--- src/rtl/sck_tgen_pkg.sv ---
package sck_tgen_pkg;

  typedef enum logic [1:0] {
    ST_IDLE  = 2'd0,
    ST_LEAD  = 2'd1,
    ST_BITS  = 2'd2,
    ST_TRAIL = 2'd3
  } tgen_state_e;

  // baud prescaler: odd/prime divide factors
  function automatic int unsigned baud_pre_f(input logic [1:0] sel);
    case (sel)
      2'd0:    return 32'd2;
      2'd1:    return 32'd3;
      2'd2:    return 32'd5;
      default: return 32'd7;
    endcase
  endfunction

  // baud scaler: linear steps up to 8, then powers of two
  function automatic int unsigned baud_scl_f(input logic [3:0] sel);
    if (sel < 4'd4) return 32'd2 * (32'(sel) + 32'd1);
    return 32'd1 << sel;
  endfunction

  // delay prescaler: 1,3,5,7
  function automatic int unsigned dly_pre_f(input logic [1:0] sel);
    return 32'd2 * 32'(sel) + 32'd1;
  endfunction

  // delay scaler: 2^(n+1)
  function automatic int unsigned dly_scl_f(input logic [3:0] sel);
    return 32'd2 << sel;
  endfunction

endpackage

--- src/rtl/sck_tgen_decode.sv ---
module sck_tgen_decode
  import sck_tgen_pkg::*;
#(
  parameter int CFG_W    = 31,
  parameter int CNT_W    = 20,
  parameter int BITS_W   = 5,
  parameter int MIN_BITS = 4
) (
  input  logic [CFG_W-1:0]  cfg,
  output logic [CNT_W-1:0]  lead_len,
  output logic [CNT_W-1:0]  trail_len,
  output logic [CNT_W-1:0]  half_a,
  output logic [CNT_W-1:0]  half_b,
  output logic [BITS_W-1:0] nbits,
  output logic              cpol,
  output logic              cpha,
  output logic              lsb
);
  localparam int FS_LO  = 27;
  localparam int POL_B  = 26;
  localparam int PHA_B  = 25;
  localparam int LSB_B  = 24;
  localparam int LPS_LO = 22;
  localparam int TPS_LO = 20;
  localparam int BPS_LO = 16;
  localparam int LSC_LO = 12;
  localparam int TSC_LO = 8;
  localparam int BSC_LO = 0;
  localparam logic [3:0] FS_CLAMP = 4'(MIN_BITS - 1);

  logic [CNT_W-1:0] period;
  logic [3:0]       fs;
  logic             unused_bits;

  assign unused_bits = ^{cfg[19:18], cfg[7:4]};

  assign period    = CNT_W'(baud_pre_f(cfg[BPS_LO+:2]) * baud_scl_f(cfg[BSC_LO+:4]));
  assign half_b    = period >> 1;
  assign half_a    = period - half_b;
  assign lead_len  = CNT_W'(dly_pre_f(cfg[LPS_LO+:2]) * dly_scl_f(cfg[LSC_LO+:4]));
  assign trail_len = CNT_W'(dly_pre_f(cfg[TPS_LO+:2]) * dly_scl_f(cfg[TSC_LO+:4]));

  assign fs    = cfg[FS_LO+:4];
  assign nbits = (fs < FS_CLAMP) ? BITS_W'(MIN_BITS) : BITS_W'(fs) + BITS_W'(1);
  assign cpol  = cfg[POL_B];
  assign cpha  = cfg[PHA_B];
  assign lsb   = cfg[LSB_B];
endmodule

--- src/rtl/sck_tgen_count.sv ---
module sck_tgen_count #(
  parameter int W = 20
) (
  input  logic         clk,
  input  logic         rst,
  input  logic         load,
  input  logic [W-1:0] load_val,
  output logic         zero
);
  logic [W-1:0] cnt;

  always_ff @(posedge clk) begin
    if (rst)              cnt <= '0;
    else if (load)        cnt <= load_val;
    else if (cnt != '0)   cnt <= cnt - W'(1);
  end

  assign zero = (cnt == '0);
endmodule

--- src/rtl/sck_tgen_ctrl.sv ---
module sck_tgen_ctrl
  import sck_tgen_pkg::*;
#(
  parameter int CNT_W  = 20,
  parameter int BITS_W = 5
) (
  input  logic              clk,
  input  logic              rst,
  input  logic              start,
  input  logic [CNT_W-1:0]  lead_len,
  input  logic [CNT_W-1:0]  trail_len,
  input  logic [CNT_W-1:0]  half_a,
  input  logic [CNT_W-1:0]  half_b,
  input  logic [BITS_W-1:0] nbits,
  input  logic              cpol_in,
  input  logic              cpha_in,
  input  logic              lsb_in,
  output logic              sck_q,
  output logic              cs_q,
  output logic              sample_q,
  output logic              shift_q,
  output logic              done_q,
  output logic              lsb_q,
  output logic [BITS_W-1:0] nb_q
);
  tgen_state_e      st, st_n;
  logic             seg, seg_n;
  logic [BITS_W-1:0] bl, bl_n;
  logic [CNT_W-1:0] ha_q, hb_q, tr_q, ld_val;
  logic             cpol_q, cpha_q;
  logic             ld, go, fin, zero;
  logic             pol_n, pha_n, sck_n, edge_n, lead_edge, samp_sel;

  sck_tgen_count #(.W(CNT_W)) u_cnt (
    .clk      (clk),
    .rst      (rst),
    .load     (ld),
    .load_val (ld_val),
    .zero     (zero)
  );

  always_comb begin
    st_n   = st;
    seg_n  = seg;
    bl_n   = bl;
    ld     = 1'b0;
    ld_val = '0;
    go     = 1'b0;
    fin    = 1'b0;
    case (st)
      ST_IDLE: begin
        if (start) begin
          go     = 1'b1;
          st_n   = ST_LEAD;
          ld     = 1'b1;
          ld_val = lead_len - CNT_W'(1);
        end
      end
      ST_LEAD: begin
        if (zero) begin
          st_n   = ST_BITS;
          seg_n  = 1'b0;
          bl_n   = nb_q - BITS_W'(1);
          ld     = 1'b1;
          ld_val = ha_q - CNT_W'(1);
        end
      end
      ST_BITS: begin
        if (zero) begin
          ld = 1'b1;
          if (!seg) begin
            seg_n  = 1'b1;
            ld_val = hb_q - CNT_W'(1);
          end else if (bl == '0) begin
            st_n   = ST_TRAIL;
            ld_val = tr_q - CNT_W'(1);
          end else begin
            seg_n  = 1'b0;
            bl_n   = bl - BITS_W'(1);
            ld_val = ha_q - CNT_W'(1);
          end
        end
      end
      default: begin
        if (zero) begin
          st_n = ST_IDLE;
          fin  = 1'b1;
        end
      end
    endcase

    pol_n     = (st == ST_IDLE) ? cpol_in : cpol_q;
    pha_n     = (st == ST_IDLE) ? cpha_in : cpha_q;
    sck_n     = (st_n == ST_BITS) ? (pol_n ^ (pha_n ? ~seg_n : seg_n)) : pol_n;
    edge_n    = ((st == ST_BITS) || (st_n == ST_BITS)) && (sck_n != sck_q);
    lead_edge = (sck_n != pol_n);
    samp_sel  = lead_edge ^ pha_n;
  end

  always_ff @(posedge clk) begin
    if (rst) begin
      st       <= ST_IDLE;
      seg      <= 1'b0;
      bl       <= '0;
      ha_q     <= '0;
      hb_q     <= '0;
      tr_q     <= '0;
      nb_q     <= '0;
      cpol_q   <= 1'b0;
      cpha_q   <= 1'b0;
      lsb_q    <= 1'b0;
      sck_q    <= 1'b0;
      cs_q     <= 1'b0;
      sample_q <= 1'b0;
      shift_q  <= 1'b0;
      done_q   <= 1'b0;
    end else begin
      st       <= st_n;
      seg      <= seg_n;
      bl       <= bl_n;
      if (go) begin
        ha_q   <= half_a;
        hb_q   <= half_b;
        tr_q   <= trail_len;
        nb_q   <= nbits;
        cpol_q <= cpol_in;
        cpha_q <= cpha_in;
        lsb_q  <= lsb_in;
      end
      sck_q    <= sck_n;
      cs_q     <= (st_n != ST_IDLE);
      sample_q <= edge_n & samp_sel;
      shift_q  <= edge_n & ~samp_sel;
      done_q   <= fin;
    end
  end
endmodule

--- src/rtl/sck_timing_gen.sv ---
module sck_timing_gen #(
  parameter int CFG_W    = 31,
  parameter int CNT_W    = 20,
  parameter int BITS_W   = 5,
  parameter int MIN_BITS = 4
) (
  input  logic              clk,
  input  logic              rst,
  input  logic              start,
  input  logic [CFG_W-1:0]  cfg_word,
  output logic              spi_sck,
  output logic              cs_active,
  output logic              sample_stb,
  output logic              shift_stb,
  output logic              frame_done,
  output logic              lsb_first,
  output logic [BITS_W-1:0] frame_bits
);
  logic [CNT_W-1:0]  lead_len, trail_len, half_a, half_b;
  logic [BITS_W-1:0] nbits;
  logic              cpol, cpha, lsb;

  sck_tgen_decode #(
    .CFG_W(CFG_W), .CNT_W(CNT_W), .BITS_W(BITS_W), .MIN_BITS(MIN_BITS)
  ) u_dec (
    .cfg       (cfg_word),
    .lead_len  (lead_len),
    .trail_len (trail_len),
    .half_a    (half_a),
    .half_b    (half_b),
    .nbits     (nbits),
    .cpol      (cpol),
    .cpha      (cpha),
    .lsb       (lsb)
  );

  sck_tgen_ctrl #(.CNT_W(CNT_W), .BITS_W(BITS_W)) u_ctrl (
    .clk       (clk),
    .rst       (rst),
    .start     (start),
    .lead_len  (lead_len),
    .trail_len (trail_len),
    .half_a    (half_a),
    .half_b    (half_b),
    .nbits     (nbits),
    .cpol_in   (cpol),
    .cpha_in   (cpha),
    .lsb_in    (lsb),
    .sck_q     (spi_sck),
    .cs_q      (cs_active),
    .sample_q  (sample_stb),
    .shift_q   (shift_stb),
    .done_q    (frame_done),
    .lsb_q     (lsb_first),
    .nb_q      (frame_bits)
  );
endmodule

--- config.mk ---
export PLATFORM = sky130hd
export DESIGN_NAME = sck_timing_gen
export DESIGN_NICKNAME = d
export VERILOG_FILES = /design/src/rtl/sck_tgen_pkg.sv /design/src/rtl/sck_tgen_decode.sv /design/src/rtl/sck_tgen_count.sv /design/src/rtl/sck_tgen_ctrl.sv /design/src/rtl/sck_timing_gen.sv
export SDC_FILE = /design/constraint.sdc
export NUM_CORES = 1
export LEC_CHECK = 0
export BUFFER_PORTS_ARGS = -buffer_cell sky130_fd_sc_hd__buf_2
export CELL_PAD_IN_SITES_DETAIL_PLACEMENT = 1
export CELL_PAD_IN_SITES_GLOBAL_PLACEMENT = 1
export CORE_MARGIN = 2
export CORE_UTILIZATION = 23
export CTS_CLUSTER_DIAMETER = 120
export DETAILED_ROUTE_END_ITERATION = 6
export PLACE_DENSITY = 0.57
export SKIP_CTS_REPAIR_TIMING = 1
export SLEW_MARGIN = 20
export SYNTH_ARGS = -nofsm -noshare
export SYNTH_HDL_FRONTEND = slang
export SYNTH_SLANG_ARGS = --single-unit
--- constraint.sdc ---
create_clock -name clk -period 14.8 [get_ports clk]
set_input_delay 0 -clock clk [delete_from_list [all_inputs] [get_ports clk]]
set_output_delay 0 -clock clk [all_outputs]
set_load 0.02 [all_outputs]
==> results.md <==
- Clk pin slew, worst setup/hold paths: 80 ps
- Final Max Slew Viols: 0
- GRT Max-Usage Layer: met2
- Max Fanout on Critical Path: 14
- Slew headroom: 0.254
- Cell Area, Synth: 11,400 µm²
- Leakage: 5.51 nW
- Core Util, Final: 0.258
- Worst Slack Setup Final: 9290 ps
- Starting DRC count in detailed routing: 324
- Total congestion overflow: 0
- Share of cells above drive strength 1: 0.0606
- CTS tree: built
- Post-Route Setup TNS: 0 ps
- Synth Instances: 1,515
- Placed Area: 12,300 µm²
- Rows: 81
- Synth cell types: 75
- Worst min path class: in -> reg
- DP Cell Count: 2,162
- Post-DP HPWL: 25.7 mm
- Non-Filler Instances: 2,183
- Clock latency on the worst-skew pair: 360 ps
- Synth top area cells: dfxtp_1, ha_1, fa_1, nand2_1, a21oi_1
- Die ar.: 51,500 µm²
- Drt first pass iters: 4
- # diodes: 0
- I/O Pins: 45
- Count leader, synth: nand2_1
- Total track usage: 0.127
- Final Cycle Share: 0.372
- Final instance area: 12,600 µm²
- Layout Nets: 1,714
- Clock Tree Buf Depth: 2
- Vias in the first global route: 10,717
- Min Hold Slack: -19.0 ps
- Synth top area share: 0.172
- Drt via density: 4.75
- Post-route DRC: 0
- Largest net degree at the start of global routing: 82
- Failing checks: negative hold slack
- Detail Route Antenna Nets: 0
- Chip Width: 227 µm
- Fmax: 182 MHz
- Routed WL: 32.0 mm
- Max-cap violations: 0
- Crit. End Element: register
- M3 GR Usage: 0.00816
- Final setup viols: 0
- Ys Warns: 0
- CP startpoint kind: primary input
- Main synth FF type: dfxtp_1
- First-pass GRT wire length: 54.2 mm
- Peak VDD IR: 0.0000620 V
- Unrepaired setup endpoints after global routing: no
- Sequential share of the synthesized area: 0.172
- Starting density of the core: 0.233
- P&R area growth vs syn: 10.4%
- IO Port Bufs: 38
- Worst endpoint data arrival time: 5760 ps
- Slew @ Worst Pin: 1120 ps
- Num CTS Buffers: 9
- Clock Tree Root: clkbuf_16
- Syn_area_per_cell: 7.54 µm²
- Clock skew: 11.6 ps
- WS Path Type: in -> reg
- Outcome: finished with violations
- Post-synth ARST share: 0
- Tmin final: 5510 ps
- EDFF count, synth: 0
- Initial antenna violation count: 0
- Die Y: 227 µm
- Met1 Usage GRT: 0.173
- Total power draw: 1.06 mW
- CTS Sinks: 98
- Flops & latches, synth: 98
- Vias: 10,373
- RePlAce Congestion: 0.779
- Power Dens Cells: 83.9 nW/µm²
- H-tree depth: 3
- DP Worst Slack: 8880 ps
- Cell taking the most area after synthesis: dfxtp_1
- Final hold violation count: 1
- Most frequent cells after synthesis: nand2_1, nor2_1, a21oi_1
- Routed WL per cell: 14.7 µm
- Routing usage on met2: 0.222
- WP data required: 15,050 ps
- Placeable core region: 49,000 µm²
==> flip-flops by register name (all words and copies together), names as in the netlist <==
name / cells
u_ctrl.done_q: 1
u_ctrl.st: 2
u_ctrl.tr_q: 19
u_ctrl.seg: 1
u_ctrl.ha_q: 20
u_ctrl.cpha_q: 1
u_ctrl.hb_q: 18
u_ctrl.u_cnt.cnt: 20
u_ctrl.bl: 5
u_ctrl.shift_q: 1
u_ctrl.cpol_q: 1
u_ctrl.sample_q: 1
u_ctrl.sck_q: 1
u_ctrl.nb_q: 5
u_ctrl.lsb_q: 1
u_ctrl.cs_q: 1
==> where the power goes <==
part	total [mW]	internal, mW	switching [mW]
logic	0.491	0.203	0.288
clock network	0.232	0.117	0.115
registers	0.335	0.296	0.0389
==> metal layers <==
metal | up-vias | share of wire | routed length (µm)
li1 | 5292 | - | -
met1 | 5009 | 0.50 | 16100
met2 | 54 | 0.48 | 15200
met3 | 18 | 0.0097 | 310
met4 | 0 | 0.0095 | 304
met5 | - | 0 | 0
==> critical path: stages <==
cell and delay, ps:
buf_2 230, inv_1 170, ha_1 320, nor2_1 80, a21oi_1 60, or3b_2 500
fa_1 490, inv_1 40, ha_1 340, o211ai_1 120, o21ai_2 260, xor2_1 290
inv_1 80, ha_1 310, o21ai_0 110, a21oi_1 90, a21boi_0 160, a31o_2 320
maj3_1 380, a21oi_1 240, o211ai_1 160, a31o_2 280, a31oi_1 280, nor4_1 80
a311o_1 340
==> area by class of cell <==
type | count | area, µm²
clock buffer | 9 | 225
clock inverter | 7 | 61.3
fill | 5943 | 36300
inverter | 110 | 413
multi-input combinational | 1242 | 8800
sequential | 98 | 1960
tap | 664 | 831
timing repair buffer | 53 | 318
==> logic make-up (layout without fill, tap and decap cells) <==
| group | count (synthesis) | after routing | synth area share |
|---|---|---|---|
| multiplexers | 13 | 13 | 0.0115 |
| AO/OA/AOI/OAI | 349 | 349 | 0.196 |
| AND/OR/NAND/NOR | 600 | 600 | 0.254 |
| buffers and inverters | 176 | 179 | 0.0587 |
| flip-flops | 98 | 98 | 0.172 |
| adder cells (fa/ha/maj) | 169 | 169 | 0.223 |
| XOR/XNOR | 108 | 108 | 0.0844 |
| other | 2 | 3 | 0.000657 |
==> cell usage in the layout, fill, tap and decap left out, types with 10 or more instances in the layout <==
cell and instances:
o211ai_1 10, nor2b_1 20, nor4_1 18, nor2_1 142, inv_1 109, mux2i_1 12, nand2b_1 22, or3_1 14
buf_4 11, o21a_1 11, o21ai_0 63, xnor2_1 64, o22ai_1 17, a21oi_1 116, buf_2 37, ha_1 107
a211oi_1 37, a31oi_1 11, fa_1 59, nor3_1 58, and2_1 11, xor2_1 43, dfxtp_1 98, a21o_1 15
nand2_1 186, nand3_1 31, and3_1 47
==> final timing paths <==
| check | from | endpoint | slack, ps | cells past startpoint |
|---|---|---|---|---|
| worst max-delay path | cfg_word[2] | u_ctrl.ha_q[17]$_SDFFE_PP0P_ | 9290 | 25 |
| worst min-delay path | cfg_word[27] | u_ctrl.nb_q[0]$_SDFFE_PP0P_ | -20 | 4 |
| worst max register to register | u_ctrl.u_cnt.cnt[0]$_SDFFE_PP0P_ | u_ctrl.sample_q$_SDFF_PP0_ | 11200 | 14 |
| worst min register to register | u_ctrl.cpha_q$_SDFFE_PP0P_ | u_ctrl.cpha_q$_SDFFE_PP0P_ | 460 | 2 |
(Power assumes the default switching activity.)
